**src/rtl/tmon_pkg.sv**
```systemverilog
package tmon_pkg;
  localparam int unsigned AW = 8;
  localparam int unsigned DW = 8;
  localparam int unsigned NCAT = 4;

  localparam logic [AW-1:0] A_SUMMARY = 8'h02;
  localparam logic [AW-1:0] A_CFG_P   = 8'h03;
  localparam logic [AW-1:0] A_CFG_S   = 8'h09;
  localparam logic [AW-1:0] A_HI      = 8'h10;
  localparam logic [AW-1:0] A_LO      = 8'h11;
  localparam logic [AW-1:0] A_TH      = 8'h12;
  localparam logic [AW-1:0] A_FLT     = 8'h13;

  // summary bit positions, fixed because software decodes them
  localparam int unsigned SB_BUSY = 7;
  localparam int unsigned SB_HI   = 4;
  localparam int unsigned SB_LO   = 3;
  localparam int unsigned SB_FLT  = 2;
  localparam int unsigned SB_TH   = 1;

  localparam int unsigned CB_MASK = 7;
  localparam int unsigned CB_STBY = 6;
  localparam int unsigned CB_COMP = 5;

  typedef struct packed {
    logic mask;
    logic stby;
    logic comp;
  } cfg_t;

  typedef enum logic [1:0] {CAT_HI = 2'd0, CAT_LO = 2'd1, CAT_TH = 2'd2, CAT_FLT = 2'd3} cat_e;

  function automatic logic [AW-1:0] cat_addr(input int unsigned c);
    case (c)
      0:       return A_HI;
      1:       return A_LO;
      2:       return A_TH;
      default: return A_FLT;
    endcase
  endfunction
endpackage

```
**src/rtl/tmon_flag_bank.sv**
```systemverilog
module tmon_flag_bank #(
  parameter int unsigned NCH = 3
) (
  input  logic           clk,
  input  logic           rst_n,
  input  logic [NCH-1:0] flag_i,
  input  logic           clr_i,
  output logic [NCH-1:0] stat_o
);
  logic [NCH-1:0] stat_q, stat_d;

  // set wins over clear-on-read so an event present during the read is kept
  always_comb begin
    stat_d = stat_q;
    if (clr_i) stat_d = '0;
    stat_d = stat_d | flag_i;
  end

  always_ff @(posedge clk or negedge rst_n) begin
    if (!rst_n) stat_q <= '0;
    else        stat_q <= stat_d;
  end

  assign stat_o = stat_q;
endmodule

```
**src/rtl/tmon_cfg_reg.sv**
```systemverilog
module tmon_cfg_reg
  import tmon_pkg::*;
(
  input  logic          clk,
  input  logic          rst_n,
  input  logic          wr_i,
  input  logic [DW-1:0] wdata_i,
  output cfg_t          cfg_o
);
  cfg_t cfg_q, cfg_d;

  always_comb begin
    cfg_d = cfg_q;
    if (wr_i) begin
      cfg_d.mask = wdata_i[CB_MASK];
      cfg_d.stby = wdata_i[CB_STBY];
      cfg_d.comp = wdata_i[CB_COMP];
    end
  end

  always_ff @(posedge clk or negedge rst_n) begin
    if (!rst_n) cfg_q <= '0;
    else        cfg_q <= cfg_d;
  end

  assign cfg_o = cfg_q;
endmodule

```
**src/rtl/tmon_alert_gen.sv**
```systemverilog
module tmon_alert_gen
  import tmon_pkg::*;
#(
  parameter int unsigned NCH = 3
) (
  input  cfg_t           cfg_i,
  input  logic [NCH-1:0] hi_st_i,
  input  logic [NCH-1:0] lo_st_i,
  input  logic [NCH-1:0] flt_st_i,
  input  logic [NCH-1:0] th_st_i,
  input  logic [NCH-1:0] hi_live_i,
  output logic           alert_n,
  output logic           therm_n
);
  logic irq_src, cmp_src, alert_act;

  always_comb begin
    irq_src   = |{hi_st_i, lo_st_i, flt_st_i};
    cmp_src   = |hi_live_i;
    alert_act = !cfg_i.mask && (cfg_i.comp ? cmp_src : irq_src);
    alert_n   = !alert_act;
    therm_n   = !(|th_st_i);
  end
endmodule

```
**src/rtl/tmon_status_top.sv**
```systemverilog
module tmon_status_top
  import tmon_pkg::*;
#(
  parameter int unsigned NCH = 3
) (
  input  logic           clk,
  input  logic           rst_n,
  input  logic           busy_i,
  input  logic [NCH-1:0] hi_flag_i,
  input  logic [NCH-1:0] lo_flag_i,
  input  logic [NCH-1:0] th_flag_i,
  input  logic [NCH-1:0] flt_flag_i,
  input  logic           rd_en,
  input  logic           wr_en,
  input  logic [7:0]     addr,
  input  logic [7:0]     wdata,
  output logic [7:0]     rdata,
  output logic           alert_n,
  output logic           therm_n,
  output logic           run_en
);
  logic [NCH-1:0] flag_a [NCAT];
  logic [NCH-1:0] stat_a [NCAT];
  logic [NCH-1:0] hi_st, lo_st, th_st, flt_st;
  cfg_t           cfg_q;
  logic           cfg_wr;

  assign flag_a[CAT_HI]  = hi_flag_i;
  assign flag_a[CAT_LO]  = lo_flag_i;
  assign flag_a[CAT_TH]  = th_flag_i;
  assign flag_a[CAT_FLT] = flt_flag_i;

  for (genvar g = 0; g < NCAT; g++) begin : g_bank
    logic clr;
    assign clr = rd_en && (addr == cat_addr(g));
    tmon_flag_bank #(.NCH(NCH)) u_bank (
      .clk   (clk),
      .rst_n (rst_n),
      .flag_i(flag_a[g]),
      .clr_i (clr),
      .stat_o(stat_a[g])
    );
  end

  assign hi_st  = stat_a[CAT_HI];
  assign lo_st  = stat_a[CAT_LO];
  assign th_st  = stat_a[CAT_TH];
  assign flt_st = stat_a[CAT_FLT];

  assign cfg_wr = wr_en && (addr == A_CFG_P || addr == A_CFG_S);

  tmon_cfg_reg u_cfg (
    .clk    (clk),
    .rst_n  (rst_n),
    .wr_i   (cfg_wr),
    .wdata_i(wdata),
    .cfg_o  (cfg_q)
  );

  tmon_alert_gen #(.NCH(NCH)) u_alert (
    .cfg_i    (cfg_q),
    .hi_st_i  (hi_st),
    .lo_st_i  (lo_st),
    .flt_st_i (flt_st),
    .th_st_i  (th_st),
    .hi_live_i(hi_flag_i),
    .alert_n  (alert_n),
    .therm_n  (therm_n)
  );

  assign run_en = !cfg_q.stby;

  always_comb begin
    rdata = '0;
    if (rd_en) begin
      case (addr)
        A_SUMMARY: begin
          rdata[SB_BUSY] = busy_i;
          rdata[SB_HI]   = |hi_st;
          rdata[SB_LO]   = |lo_st;
          rdata[SB_FLT]  = |flt_st;
          rdata[SB_TH]   = |th_st;
        end
        A_CFG_P, A_CFG_S: begin
          rdata[CB_MASK] = cfg_q.mask;
          rdata[CB_STBY] = cfg_q.stby;
          rdata[CB_COMP] = cfg_q.comp;
        end
        A_HI:    rdata[NCH-1:0] = hi_st;
        A_LO:    rdata[NCH-1:0] = lo_st;
        A_TH:    rdata[NCH-1:0] = th_st;
        A_FLT:   rdata[NCH-1:0] = flt_st;
        default: rdata = '0;
      endcase
    end
  end
endmodule

```
**config.mk**
```make
export PLATFORM = sky130hd
export DESIGN_NAME = tmon_status_top
export DESIGN_NICKNAME = d
export VERILOG_FILES = /design/src/rtl/tmon_pkg.sv /design/src/rtl/tmon_flag_bank.sv /design/src/rtl/tmon_cfg_reg.sv /design/src/rtl/tmon_alert_gen.sv /design/src/rtl/tmon_status_top.sv
export SDC_FILE = /design/constraint.sdc
export NUM_CORES = 1
export LEC_CHECK = 0
export BUFFER_PORTS_ARGS = -buffer_cell sky130_fd_sc_hd__buf_2
export CAP_MARGIN = 40
export CORE_MARGIN = 10
export CORE_UTILIZATION = 35
export CTS_BUF_LIST = sky130_fd_sc_hd__clkbuf_8
export DETAILED_ROUTE_END_ITERATION = 6
export GPL_TIMING_DRIVEN = 0
export PLACE_DENSITY = 0.63
export SLEW_MARGIN = 20
export SYNTH_ARGS = -nofsm -noshare
export SYNTH_HDL_FRONTEND = slang
export SYNTH_SLANG_ARGS = --single-unit
```
**constraint.sdc**
```tcl
create_clock -name clk -period 2.05 [get_ports clk]
set_input_delay 0.41 -clock clk [delete_from_list [all_inputs] [get_ports clk]]
set_output_delay 0.41 -clock clk [all_outputs]
set_load 0.01 [all_outputs]
```
; Word-level counts from Yosys, hierarchy flattened
; Cells that the tools add are included.
; W data, S select, Z words.
[totals]
regBits = 15
in_bits = 33
output_inout_bits = 11
[op_classes]
n_eq_ne = 7
n_mux = 11
bitwise = 4
reduce_logical = 18
[op_table]
columns = operator, n
row1 = $eq A8 B5 Y1 const B, 4
row2 = $eq A8 B2 Y1 const B, 2
row3 = $reduce_or A3 Y1, 5
row4 = $mux W3, 4
row5 = $or A3 B3 Y3, 4
row6 = $pmux W2 S5, 1
row7 = $reduce_or A9 Y1, 1
row8 = $eq A8 B4 Y1 const B, 1
row9 = $mux W8, 1
row10 = $logic_and A1 B1 Y1, 6
row11 = $logic_not A1 Y1, 4
row12 = $mux W2, 2
row13 = $pmux W1 S4, 1
row14 = $pmux W1 S2, 1
row15 = $reduce_or A2 Y1, 1
row16 = $logic_or A1 B1 Y1, 1
row17 = $mux W1, 1

; Logic depth before layout (Yosys ltp)
; Gate-level depths: netlist of the first run.
[depth]
word_depth = 4
mapped_depth = 5
mapped_depth_nobuf = 4

; Modules after synthesis
; A second synthesis of the first run with hierarchy kept.
[hier_totals]
cells_unflattened = 78
hier_area_um2 = 869.6
[modules_own_cells]
columns = module, n_inst, cells_per_inst, area_each_um2, seq_area_each_um2
row1 = tmon_flag_bank, 4, 7, 101.3, 75.1
row2 = tmon_status_top, 1, 38, 309.0, 0.0
row3 = tmon_cfg_reg, 1, 6, 108.9, 75.1
row4 = tmon_alert_gen, 1, 6, 46.3, 0.0

; Worst setup path after synthesis of the first run
; No wires, ideal clock.
[synth_timing]
kind = input -> output
startpoint = input addr[0]
endpoint = output rdata[2]
arrival_time_ps = 1439
required_time_ps = 1640
slack_ps = 201
path_stages = 5
n_path_buf = 1
cell_sequence = buf_2 nor4b_1 and2b_1 a32oi_1 nor2_1
[synth_between]
elab_chain_len = 3
elab_cells_between_ends = 7
[synth_rtl]
columns = item, line_no
row1 = "start, declared", tmon_status_top.sv:15  ; input logic [7:0] addr,
row2 = $eq A8 B5 Y1 or $eq A8 B2 Y1 (tied branches), tmon_status_top.sv:76  ; case (addr)
row3 = $pmux W2 S5 *, tmon_status_top.sv:76
row4 = $mux W8 *, tmon_status_top.sv:75  ; if (rd_en) begin
row5 = "end, declared", tmon_status_top.sv:17  ; output logic [7:0] rdata,
; Mark *: on every way between the ends. The rest lies on a longest branch, timed or not.

; Worst setup path in the final report of the first run
; Ends and elaborated chain as after synthesis.

==> results of run 1 <==
[sequential cells by signal, indices dropped and copies added, names as in the netlist]
| name | cells |
|---|---|
| g_bank.u_bank.stat_o | 12 |
| u_cfg.cfg_o | 3 |
[cell families (layout without fill, tap and decap cells)]
kind of cell | after synthesis | after routing
flip-flops | 15 | 15
multiplexers | 6 | 6
AO/OA/AOI/OAI | 18 | 18
buffers and inverters | 3 | 43
AND/OR/NAND/NOR | 33 | 33
XOR/XNOR | 1 | 1
[synthesized netlist by cell type (all sizes together)]
library cell / instances / area share
and2b: 1 / 0.0087
mux2: 4 / 0.052
inv: 1 / 0.0043
nand4b: 1 / 0.010
nor3: 4 / 0.036
nand3: 3 / 0.023
nand2b: 1 / 0.0072
a32oi: 1 / 0.010
nor2b: 2 / 0.014
o31ai: 1 / 0.0087
or3: 1 / 0.0072
and4: 1 / 0.010
and3: 3 / 0.023
o211ai: 1 / 0.0087
and2: 2 / 0.014
xnor2: 1 / 0.019
dfrtp: 15 / 0.43
a21o: 12 / 0.10
nor4b: 3 / 0.048
buf: 2 / 0.019
a21oi: 1 / 0.0058
nand2: 4 / 0.017
nand3b: 1 / 0.0087
a22oi: 1 / 0.0087
a22o: 1 / 0.010
mux4: 2 / 0.061
nor2: 6 / 0.026
[area by class of cell]
cell class | instances | share of cell area
multi-input cells | 58 | 0.425
flip-flops and latches | 15 | 0.329
repair buffers | 36 | 0.158
clock buffers | 3 | 0.0361
well taps | 28 | 0.0307
plain buffers | 2 | 0.0142
clock inverters | 1 | 0.00438
inverters | 1 | 0.00329
[power by group through the flow]
stage | clock (mW) | sequential [mW] | combinational (mW)
floorplan | 0 | 0.311 | 0.0339
global placement | 0 | 0.312 | 0.0767
detailed placement | 0 | 0.312 | 0.0787
CTS | 0.241 | 0.306 | 0.0802
global route | 0.254 | 0.307 | 0.0889
finish | 0.236 | 0.306 | 0.0808
[per-stage QoR]
stage / TNS (ns) / hold slack (ns)
floorplan: 0 / 0.114
global placement: -0.113 / 0.329
detailed placement: -0.164 / 0.333
CTS: 0 / 0.0723
global route: 0 / 0.0855
finish: 0 / 0.0616
[path summary, 6_finish.rpt]
path / from / endpoint
min reg2reg: g_bank[3].u_bank.stat_o[0] / g_bank[3].u_bank.stat_o[0]
max: addr[0] / rdata[2]
min in group clk: th_flag_i[0] / g_bank[2].u_bank.stat_o[0]
max in group asynchronous: rst_n / g_bank[0].u_bank.stat_o[2]
min: rst_n / g_bank[1].u_bank.stat_o[0]
max reg2reg: u_cfg.cfg_o[0] / u_cfg.cfg_o[0]
[repair_timing]
action	4_1_cts	5_1_grt
setup endpoints to repair	4	3
gates resized for setup	1	2
endpoints found under the hold margin	0	0
[worst max-delay path, stage by stage]
cell,delay [ns]
buf_2,0.20
mux4_1,0.57
a32oi_1,0.17
nor2_1,0.06
buf_2,0.14
[per-layer routing]
layer  vias to the layer above  GRT usage  wire length (microns)
met5                         -          0                      0
met4                         0     0.0326                     18
met3                         2     0.0285                    158
met2                        20      0.154                   1120
met1                       358      0.112                    986
li1                        366          -                      -
==> results.json, run 1 <==
{
  "status": "finished clean",
  "drt-wirelength-per-cell_microns": 15.8,
  "fin_cells": 144,
  "rsz0062_at_grt": "no",
  "clk_pin_slew_worst_paths_ns": 0.06,
  "core_area_sq_um": 2280,
  "cts_sinks": 15,
  "ant_nets": 0,
  "ctsLongestPathBuffers": 2,
  "syn2layout_area_growth_pct": 32.1,
  "relSlewSlack": 0.778,
  "p_sw_mw": 0.147,
  "clkPwrFrac": 0.379,
  "fin_util": 0.502,
  "grt_max_degree": 16,
  "worst_pin_slew_ns": 0.328,
  "drv_slew": 0,
  "finalCritPeriodShare": 0.961,
  "finalHoldViolCount": 0,
  "synth_area_sq_um": 865,
  "end_kind": "output port",
  "path_class": "in2out",
  "drt_iter0_drc": 23,
  "dp_cells": 140,
  "fin_skew_ns": 0,
  "dp_hpwl_mm": 1.88,
  "initial_core_util": 0.380,
  "ios": 44,
  "gp_congestion": 0.770,
  "die_w_microns": 69.7,
  "multi_input_area_sq_um": 485,
  "clockRootBuffer": "clkbuf_8",
  "clock.fmax_mhz": 507,
  "placedInstanceArea_sq_um": 1080,
  "die-area_sq_um": 4860,
  "cp_max_fo": 9,
  "drt-total-wl_mm": 2.28,
  "drt_pre_antenna_iters": 4,
  "vias": 746,
  "synth_seq_cells": 15,
  "syn_nets": 109,
  "fin_area_sq_um": 1140,
  "synth_fa_ha_area_frac": 0,
  "grt_first_pass_wirelength_mm": 3.82,
  "nNetsFinal": 150,
  "finalSetupViolations": 0,
  "synth_top_family_by_area": "simple AND/OR/NAND/NOR gates",
  "intPower_mw": 0.476,
  "hold_buffers": 0,
  "irDropWorstVdd_uv": 477,
  "synthMuxAreaShare": 0.113,
  "drive_above_1_share": 0.431,
  "seq_power_share": 0.492,
  "cap_violations": 0,
  "comb_power_share": 0.130,
  "antenna_found_initial": 0,
  "htreeDepth": 1,
  "finalPower_mw": 0.623,
  "yosys.area_share.simple": 0.255,
  "synth_warnings": 0,
  "grt_use_total": 0.0937,
  "cp.arrival_ns": 1.56,
  "avgSynthCellArea_sq_um": 11.4,
  "critPathRequiredTime_ns": 1.64,
  "cp-start-kind": "input port",
  "dpl_worst_slack_ns": -0.0562,
  "period_needed_ns": 1.97,
  "die_h_microns": 69.7,
  "p_leak_nw": 0.481,
  "grt-ovfl-total": 0,
  "portBuffers": 36,
  "r2r_cells": 1,
  "cts_buffers": 3,
  "hp-class": "in2async",
  "reg2reg_slack_ns": 1.23,
  "yosysUniqueCellTypes": 33,
  "num-fill-cells": 210,
  "setup_ws_ns": 0.0795,
  "grt_pass1_vias": 805,
  "viasPerCell": 5.18,
  "seq_area_frac_synth": 0.434,
  "post_cts.repair.setup_buffers": 0,
  "drcViolationCount": 0,
  "clk_latency_ns": 0.24,
  "layout_common_cells": "buf_2 (37), dfrtp_1 (15), a21o_1 (12)",
  "antennaDiodeCount": 0,
  "regArea_sq_um": 375,
  "final_common_cell": "buf_2",
  "postSynthCellCount": 76,
  "synth_xor_area_frac": 0.0188,
  "p_per_area_nw_per_um2": 546,
  "cts_tree": "yes",
  "p_sw_frac": 0.236,
  "synth_compound_area_frac": 0.156,
  "row_count": 17
}
(Power assumes the default switching activity.)
==> run 2: changes to the inputs <==
Settings changed: SETUP_SLACK_MARGIN set to 0.4.
==> run 2 against run 1 <==
Total power rose by 3.9%. Via count increased by 6.7%. Non-clock buffer count increased by 10. Core utilization up 6.4 points. Critical path depth is 1 lower. First-iteration DRC count is 30% higher. Largest cell class unchanged. Worst setup slack gained 0.077 ns. Highest routed layer unchanged. Largest power group unchanged. Worst hold slack lost 0.0029 ns.
==> results.json, run 2 (same netlist as run 1, synthesis figures left out) <==
{
  "status": "finished clean",
  "path_class": "reg2out",
  "final_common_cell": "buf_2",
  "htreeDepth": 1,
  "portBuffers": 36,
  "finalCritPeriodShare": 0.924,
  "ctsLongestPathBuffers": 2,
  "grt_use_met3": 0.0342,
  "clock.fmax_mhz": 528,
  "relSlewSlack": 0.769,
  "ant_nets": 0,
  "die-area_sq_um": 4860,
  "layout_common_cells": "buf_2 (34), dfrtp_1 (15), a21o_1 (12)",
  "fin_skew_ns": 0,
  "grt-busiest-layer": "met2",
  "grt-ovfl-total": 0,
  "nNetsFinal": 160,
  "syn2layout_area_growth_pct": 48.9,
  "ios": 44,
  "cp_slowest_cell": "mux4_2",
  "die_w_microns": 69.7,
  "drt-total-wl_mm": 2.46,
  "row_count": 17,
  "largest_reg_flops": 12,
  "p_leak_nw": 0.553,
  "antenna_found_initial": 0,
  "clk_pin_slew_worst_paths_ns": 0.06,
  "cap_violations": 0,
  "critPathRequiredTime_ns": 1.64,
  "cts_buffers": 3,
  "cp-start-kind": "register",
  "grt_pass1_vias": 832,
  "period_needed_ns": 1.89,
  "irDropWorstVdd_uv": 482,
  "grt_use_total": 0.0972,
  "worst_pin_slew_ns": 0.347,
  "gp_congestion": 0.726,
  "dp_hpwl_mm": 1.93,
  "finalHoldViolCount": 0,
  "core_area_sq_um": 2280,
  "cp_cell_sequence": "mux4_2 > a32oi_1 > nor2_1 > buf_2",
  "vias": 796,
  "drv_slew": 0,
  "cts_tree": "yes",
  "initial_core_util": 0.380,
  "finalSetupViolations": 0,
  "die_h_microns": 69.7,
  "cp_max_fo": 3,
  "viasPerCell": 5.17,
  "drive_above_1_share": 0.540,
  "dp_cells": 140,
  "rsz0062_at_grt": "yes",
  "hp-class": "in2async",
  "grtUsageMet1": 0.119,
  "drcViolationCount": 0,
  "end_kind": "output port",
  "drt_pre_antenna_iters": 4,
  "slowest_delay_ns": 0.46,
  "fin_cells": 154,
  "grt_max_degree": 16,
  "grtUsageMet2": 0.147,
  "setup_tns_ns": 0,
  "hold_buffers": 0,
  "grt_first_pass_wirelength_mm": 3.92,
  "cp.arrival_ns": 1.48,
  "antennaDiodeCount": 0,
  "p_per_area_nw_per_um2": 503,
  "clockRootBuffer": "clkbuf_8",
  "finalPower_mw": 0.648,
  "drt_iter0_drc": 30,
  "cts_sinks": 15,
  "clk_latency_ns": 0.25,
  "drt-wirelength-per-cell_microns": 16.0
}
[run 2: changes by cell type in the layout (fill, tap and decap cells not counted), moves of 2 or more]
cell | before | now
mux4_2 | 0 | 2
mux4_1 | 2 | 0
buf_12 | 0 | 3
buf_2 | 37 | 34
buf_4 | 0 | 10
[run 2: power by group]
group	switching (mW)	leakage, nW	internal (mW)
clock network	0.101	0.0255	0.135
logic	0.0451	0.382	0.0590
registers	0.00513	0.146	0.302
[run 2: repair_timing]
action / CTS / global route
endpoints found under the setup margin: 9 / 10
hold endpoints to repair: 0 / 0
buffers inserted: 6 / 4
resized for setup: 14 / 3
pin swaps: 10 / 4
[run 2: worst paths after layout]
path | start | to | slack (ns) | depth (start not counted)
hold reg to reg | g_bank[3].u_bank.stat_o[0] | g_bank[3].u_bank.stat_o[0] | 0.51 | 1
setup / recovery | g_bank[2].u_bank.stat_o[2] | rdata[2] | 0.16 | 4
max in group asynchronous | rst_n | g_bank[1].u_bank.stat_o[1] | 1.74 | 1
setup reg to reg | u_cfg.cfg_o[0] | u_cfg.cfg_o[0] | 1.23 | 1
min in group clk | flt_flag_i[1] | g_bank[3].u_bank.stat_o[1] | 0.33 | 2
hold / removal | rst_n | u_cfg.cfg_o[2] | 0.06 | 1
[run 2: worst max-delay path: cells and delay by family (launching register included)]
kind,cells,cell delay [ns]
flip-flops,1,0.41
multiplexers,1,0.46
AND/OR/NAND/NOR,1,0.06
buffers and inverters,1,0.15
AO/OA/AOI/OAI,1,0.16
[run 2: layout make-up]
class                      count  area [sq um]
timing repair buffer          46           277
clock buffer                   3          41.3
multi-input combinational     58           510
buffer                         2          40.0
fill                         194           988
sequential                    15           375
clock inverter                 1          5.00
inverter                       1          3.75
tap                           28          35.0
[run 2: per-stage QoR]
stage	util	cell area, sq um	setup slack, ns	hold slack, ns
after detailed placement	0.491	1120	0.0945	0.329
after global placement	0.491	1120	0.116	0.328
after floorplan	-	902	0.385	0.114
final	0.566	1290	0.156	0.0587
after CTS	0.548	1250	0.155	0.0580
after global routing	0.566	1290	0.0856	0.0770
[run 2: metal layers]
layer	wire [microns]	vias to the layer above
li1	-	385
met1	1110	378
met2	1130	28
met3	167	5
met4	48	0
met5	0	-
